<file path="src/rtl/mac_pkg.sv">
package mac_pkg;
   localparam int unsigned DIGIT_W = 2;
   typedef logic [DIGIT_W-1:0] digit_t;

   function automatic int unsigned digit_count(input int unsigned width);
      return width / DIGIT_W;
   endfunction

   function automatic bit width_ok(input int unsigned width);
      return (width >= DIGIT_W) && ((width % DIGIT_W) == 0);
   endfunction
endpackage

</file>
<file path="src/rtl/mac_tile.sv">
module mac_tile
   import mac_pkg::*;
(
   input  digit_t     a_i,
   input  digit_t     b_i,
   input  digit_t     ka_i,
   input  digit_t     qa_i,
   input  logic       qw4_i,
   output logic [2:0] sum_o,
   output logic       top_o,
   output logic       mid_o
);
   logic [3:0] lo_w;
   logic [3:0] w2_cnt;
   logic       w4_a;
   logic [1:0] hi_w;

   // terms of weight 2, counted separately before shifting
   always_comb begin
      w2_cnt = 4'(a_i[0] & b_i[1]) + 4'(a_i[1] & b_i[0]) + 4'(ka_i[1]) + 4'(qa_i[1]);
      lo_w   = 4'(a_i[0] & b_i[0]) + 4'(ka_i[0]) + 4'(qa_i[0]) + (w2_cnt << 1);
   end

   // lo_w[3:2] counts 0..2 units of weight 4: split into two single bits
   assign w4_a  = lo_w[2] | lo_w[3];
   assign mid_o = lo_w[3];

   assign hi_w  = 2'(a_i[1] & b_i[1]) + 2'(w4_a) + 2'(qw4_i);
   assign sum_o = {hi_w[0], lo_w[1:0]};
   assign top_o = hi_w[1];
endmodule

</file>
<file path="src/rtl/mac_row.sv">
module mac_row
   import mac_pkg::*;
#(
   parameter int unsigned ROW_W = 4,
   localparam int unsigned ND = ROW_W / DIGIT_W
) (
   input  logic [ROW_W-1:0] x_i,
   input  digit_t           yd_i,
   input  logic [ROW_W-1:0] part_i,
   input  digit_t           cin_i,
   output digit_t           low_o,
   output logic [ROW_W-1:0] part_o
);
   if (!width_ok(ROW_W)) begin : g_bad_w
      $error("mac_row: ROW_W must be even and at least 2");
   end

   digit_t chain [0:ND];
   digit_t lowd  [0:ND-1];

   assign chain[0] = cin_i;

   for (genvar i = 0; i < ND; i++) begin : g_tile
      logic [2:0] sm;
      logic       tp;
      logic       fb;
      mac_tile u_tile (
         .a_i   (x_i[DIGIT_W*i +: DIGIT_W]),
         .b_i   (yd_i),
         .ka_i  (part_i[DIGIT_W*i +: DIGIT_W]),
         .qa_i  (chain[i]),
         .qw4_i (fb),
         .sum_o (sm),
         .top_o (tp),
         .mid_o (fb)
      );
      assign lowd[i]    = sm[1:0];
      assign chain[i+1] = {tp, sm[2]};
   end

   assign low_o = lowd[0];

   for (genvar i = 1; i < ND; i++) begin : g_up
      assign part_o[DIGIT_W*(i-1) +: DIGIT_W] = lowd[i];
   end
   assign part_o[ROW_W-1 -: DIGIT_W] = chain[ND];
endmodule

</file>
<file path="src/rtl/mac_array.sv">
module mac_array
   import mac_pkg::*;
#(
   parameter int unsigned M_W = 4,
   parameter int unsigned N_W = 4,
   localparam int unsigned RES_W = M_W + N_W,
   localparam int unsigned NROW = N_W / DIGIT_W
) (
   input  logic [M_W-1:0]   x_i,
   input  logic [N_W-1:0]   y_i,
   input  logic [M_W-1:0]   k_i,
   input  logic [N_W-1:0]   m_i,
   output logic [RES_W-1:0] s_o
);
   if (!width_ok(M_W)) begin : g_bad_m
      $error("mac_array: M_W must be even and at least 2");
   end
   if (!width_ok(N_W)) begin : g_bad_n
      $error("mac_array: N_W must be even and at least 2");
   end

   logic [M_W-1:0] part [0:NROW];
   assign part[0] = k_i;

   for (genvar j = 0; j < NROW; j++) begin : g_row
      mac_row #(.ROW_W(M_W)) u_row (
         .x_i    (x_i),
         .yd_i   (y_i[DIGIT_W*j +: DIGIT_W]),
         .part_i (part[j]),
         .cin_i  (m_i[DIGIT_W*j +: DIGIT_W]),
         .low_o  (s_o[DIGIT_W*j +: DIGIT_W]),
         .part_o (part[j+1])
      );
   end

   assign s_o[RES_W-1:N_W] = part[NROW];
endmodule

</file>
<file path="config.mk">
export PLATFORM = sky130hd
export DESIGN_NAME = mac_array
export DESIGN_NICKNAME = d
export VERILOG_FILES = /design/src/rtl/mac_pkg.sv /design/src/rtl/mac_tile.sv /design/src/rtl/mac_row.sv /design/src/rtl/mac_array.sv
export SDC_FILE = /design/constraint.sdc
export NUM_CORES = 1
export LEC_CHECK = 0
export BUFFER_PORTS_ARGS = -buffer_cell sky130_fd_sc_hd__buf_2
export CORE_UTILIZATION = 55
export DETAILED_ROUTE_END_ITERATION = 8
export PLACE_DENSITY = 0.86
export REMOVE_ABC_BUFFERS = 1
export SLEW_MARGIN = 0
export SYNTH_ARGS = -nofsm -noshare
export SYNTH_HDL_FRONTEND = slang
export SYNTH_SLANG_ARGS = --single-unit
</file>
<file path="constraint.sdc">
create_clock -name vclk -period 12.7
set_input_delay 2.54 -clock vclk [all_inputs]
set_output_delay 2.54 -clock vclk [all_outputs]
set_load 0.02 [all_outputs]
</file>
### After elaboration in Yosys (flattened, before gate mapping)

Index checks and enable logic that the tools add are counted.

| cells by class | value |
|---|---|
| bitwise logic cells | 20 |
| add/sub/neg operators | 32 |

Operators with widths:

| cell | count |
|---|---|
| $add A1 B1 Y2 | 12 |
| $add A3 B1 Y3 | 8 |
| $add A3 B4 Y4 | 4 |
| $and A1 B1 Y1 | 16 |
| $add A2 B1 Y3 | 4 |
| $add A2 B1 Y2 | 4 |
| $or A1 B1 Y1 | 4 |

| storage, ports and cells | value |
|---|---|
| word-level logic and storage cells | 52 |
| input bits | 16 |
| register bits | 0 |

### Depth between registers and ports, before layout

| depth | value |
|---|---|
| depth in word-level cells | 21 |
| mapped depth | 26 |
| depth with buffers taken out | 25 |

### By module

A second synthesis with hierarchy kept.

| second synthesis, totals | value |
|---|---|
| cell total of the unflattened synthesis | 102 |
| area, all modules | 790.8 sq um |

Modules (own cells, without submodules):

| module | area each (sq um) | cells each | times used |
|---|---|---|---|
| mac_tile at g_row[0].u_row.g_tile[0].u_tile ... | 201.4 | 25 | 2 |
| mac_tile at g_row[1].u_row.g_tile[0].u_tile ... | 186.4 | 25 | 2 |
| mac_row | 7.5 | 1 | 2 |

### Least setup slack after synthesis

No wires, ideal clock.

| timing path | value |
|---|---|
| path kind | input -> output |
| from | input x_i[0] |
| to | output s_o[6] |
| data required time | 10160 ps |
| arrival | 8183 ps |
| setup slack | 1977 ps |
| cell stages on the path | 25 |
| cells stage by stage | and2_1 -> ha_1 -> inv_1 -> fa_1 -> inv_1 -> ha_1 -> nor3_1 -> a31oi_1 -> fa_1 -> inv_1 -> fa_1 -> inv_1 -> ha_1 -> fa_1 -> ha_1 -> a21boi_0 -> a21oi_1 -> o22ai_1 -> fa_1 -> fa_1 -> inv_1 -> ha_1 -> nor3_1 -> a31oi_1 -> fa_1 |

| between the ends | value |
|---|---|
| cells in the longest elaborated chain, start to end | 21 |

RTL lines:

| what | line | RTL |
|---|---|---|
| from (decl) | mac_array.sv:9 | `input logic [M_W-1:0] x_i,` |
| $and A1 B1 Y1 | mac_tile.sv:20 | `w2_cnt = 4'(a_i[0] & b_i[1]) + 4'(a_i[1] & b_i[0]) + 4'(ka_i[1]) + 4'(qa_i[1]);` |
| $add A1 B1 Y2 | mac_tile.sv:20 |  |
| $add A3 B1 Y3 (2 in series) | mac_tile.sv:20 |  |
| $add A3 B4 Y4 | mac_tile.sv:21 | `lo_w = 4'(a_i[0] & b_i[0]) + 4'(ka_i[0]) + 4'(qa_i[0]) + (w2_cnt << 1);` |
| $or A1 B1 Y1 | mac_tile.sv:25 | `assign w4_a = lo_w[2] \| lo_w[3];` |
| $add A1 B1 Y2 | mac_tile.sv:28 | `assign hi_w = 2'(a_i[1] & b_i[1]) + 2'(w4_a) + 2'(qw4_i);` |
| $add A2 B1 Y2 | mac_tile.sv:28 |  |
| $add A3 B1 Y3 or $add A2 B1 Y3 (tied branches) | mac_tile.sv:20, mac_tile.sv:21 |  |
| (+4 left out) | n/a |  |
| $or A1 B1 Y1 | mac_tile.sv:25 |  |
| $add A1 B1 Y2 | mac_tile.sv:28 |  |
| $add A2 B1 Y2 | mac_tile.sv:28 |  |
| $add A3 B1 Y3 or $add A2 B1 Y3 (tied branches) | mac_tile.sv:20, mac_tile.sv:21 |  |
| $add A3 B4 Y4 (*) | mac_tile.sv:21 |  |
| $or A1 B1 Y1 | mac_tile.sv:25 |  |
| $add A1 B1 Y2 | mac_tile.sv:28 |  |
| $add A2 B1 Y2 (*) | mac_tile.sv:28 |  |
| to (decl) | mac_array.sv:13 | `output logic [RES_W-1:0] s_o` |

Every way passes the cells marked *; elsewhere a longest branch is shown, timed or not.

### Final worst setup path

Same ends and word-level chain as after synthesis.

==> out/qor.yml <==
timing:
  worst_pin_slew_ns: 0.2104
  clock.fmax_mhz: 89.51
  slew_headroom: 0.8582
  setup_viol: 0
  setup_slack_ns: 1.528
  period_share: 0.8797
  setup_tns_ns: 0
  rsz0062_at_grt: "no"
  hold_viol: 0
  slew_viol_final: 0
  post-route-min-period_ns: 11.17
final_layout:
  syn2layout_area_growth_pct: 17.78
  final_cell_mix: "buf_2, inv_1, fa_1, ha_1, and2_1"
  diodes: 0
  final_nets: 155
  final_common_cell: "buf_2"
  fin_util: 0.7361
  drive_gt1_frac: 0.2301
  n_clock_buffer: 0
  seq_cells: 0
  regArea_um2: 0
power:
  switching_power_uw: 70.55
  combPwrFrac: 1.000
  swShare: 0.6000
  p_seq_frac: 0
  p_leak_uw: 0.0004932
  intPower_uw: 47.04
  p_clk_frac: 0
  p_per_area_nw_per_um2: 136.4
  peakVddDrop_mv: 0.1029
die:
  start_util: 0.6250
  fp.dieW_um: 38.48
  die_h_um: 38.48
  io_pins: 24
  core_um2: 1171
  die-area_um2: 1481
  rows: 12
yosys:
  netlist.area_leader.share: 0.3282
  synth.area.top_cells: "fa_1, ha_1, inv_1, and2_1, xnor2_1"
  synth.avg_cell_area_um2: 8.133
  yosysWarnings: 0
  yosysSeqAreaShare: 0
  yosysUniqueCellTypes: 20
  yosys.area.top_type: "fa_1"
  synth_cells: 90
  synth_area_um2: 732.0
grt:
  antenna_found_initial: 0
  grt_pass1_vias: 586
  overflow: 0
  grt_start_max_net_pins: 5
  grt_pass1_wl_mm: 2.263
  grt_usage: 0.2125
placed_design:
  gp_congestion: 0.8015
  place_ws_ns: 1.540
  hpwl_mm: 1.222
  numPortBuffers: 24
routing:
  first_pass_iters: 4
  drc_errors: 0
  via_per_inst: 4.937
  num_vias: 627
  ant_nets: 0
  drt_iter0_markers: 15
  drt_wl_total_mm: 1.296
  wl_per_cell_um: 10.20
job:
  cap_violations: 0
clocking:
  cts_hold_buf: 0
  postCtsSetupBuffers: 0
  post_cts_resized: 0
setup_path:
  arrival_ns: 8.63
  endpoint_kind: "primary output"
  critPathRequiredTime_ns: 10.16
  crit_path_max_fanout: 4
  critical_path_class: "in -> out"
  startpoint_type: "primary input"
run_status:
  status: "complete, no violations"
hold_path:
  hold_class: "in -> out"
==> path summary, 6_finish.rpt <==
check,start,end,slack [ns],depth (start not counted)
setup / recovery,x_i[0],s_o[6],1.53,27
hold / removal,m_i[2],s_o[2],5.48,3
==> metal layers <==
metal	vias to the layer above	global-route usage	part of all wire
li1	322	-	-
met1	291	0.2768	0.46
met5	-	0	0
met3	0	0	0.020
met4	0	0	0
met2	14	0.4125	0.52
==> through the flow <==
| stage | power (µW) | instances | area (µm²) | hold slack (ns) |
|---|---|---|---|---|
| floorplan | 93.56 | 89 | 724.4 | 5.342 |
| global placement | 114.3 | 127 | 862.1 | 5.478 |
| detailed placement | 118.3 | 127 | 862.1 | 5.485 |
| CTS | 119.3 | 127 | 862.1 | 5.487 |
| global route | 132.9 | 127 | 862.1 | 5.521 |
| finish | 117.6 | 127 | 862.1 | 5.480 |
==> kinds of logic (layout without fill, tap and decap cells) <==
family,Yosys count,after routing,share of synthesized area
AOI/OAI and AO/OA,8,8,0.07009
xor gates and xnor gates,6,6,0.07179
adders and majority gates,24,24,0.5333
buffers and inverters,24,47,0.1282
and+or+nand+nor,28,28,0.1966
==> critical path, cell delays in order <==
cell and delay, ns:
buf_2 0.12, and2_1 0.16, ha_1 0.27, inv_1 0.04
fa_1 0.51, inv_1 0.06, ha_1 0.20, nor3_1 0.18
a31oi_1 0.07, fa_1 0.38, inv_1 0.10, fa_1 0.47
inv_1 0.08, ha_1 0.25, fa_1 0.48, ha_1 0.25
a21boi_0 0.13, a21oi_1 0.15, o22ai_1 0.10, fa_1 0.41
fa_1 0.58, inv_1 0.05, ha_1 0.21, nor3_1 0.13
a31oi_1 0.07, fa_1 0.48, buf_2 0.15
==> synthesized netlist by cell type <==
library cell  count
a21boi_0          1
a21oi_1           1
a31oi_1           2
and2_1           11
buf_4             1
fa_1             12
ha_1             12
inv_1            23
nand2_1           9
nand3_1           1
nand4_1           1
nor2_1            2
nor2_2            2
nor3_1            2
o211ai_1          1
o21a_1            1
o21ai_0           1
o22ai_1           1
xnor2_1           4
xor2_1            2
==> power groups by stage <==
stage          Clock, µW  Combinational [µW]  Sequential, µW
2_1_floorplan          0                93.6               0
3_3_place_gp           0                 114               0
3_5_place_dp           0                 118               0
4_1_cts                0                 119               0
5_1_grt                0                 133               0
6_report               0                 118               0
==> cell type report <==
class                      instances  area [µm²]
fill                             103       309.0
inverter                          23       86.33
multi-input combinational         66       638.1
tap                               14       17.52
timing repair buffer              24       120.1
(Power assumes the default switching activity.)
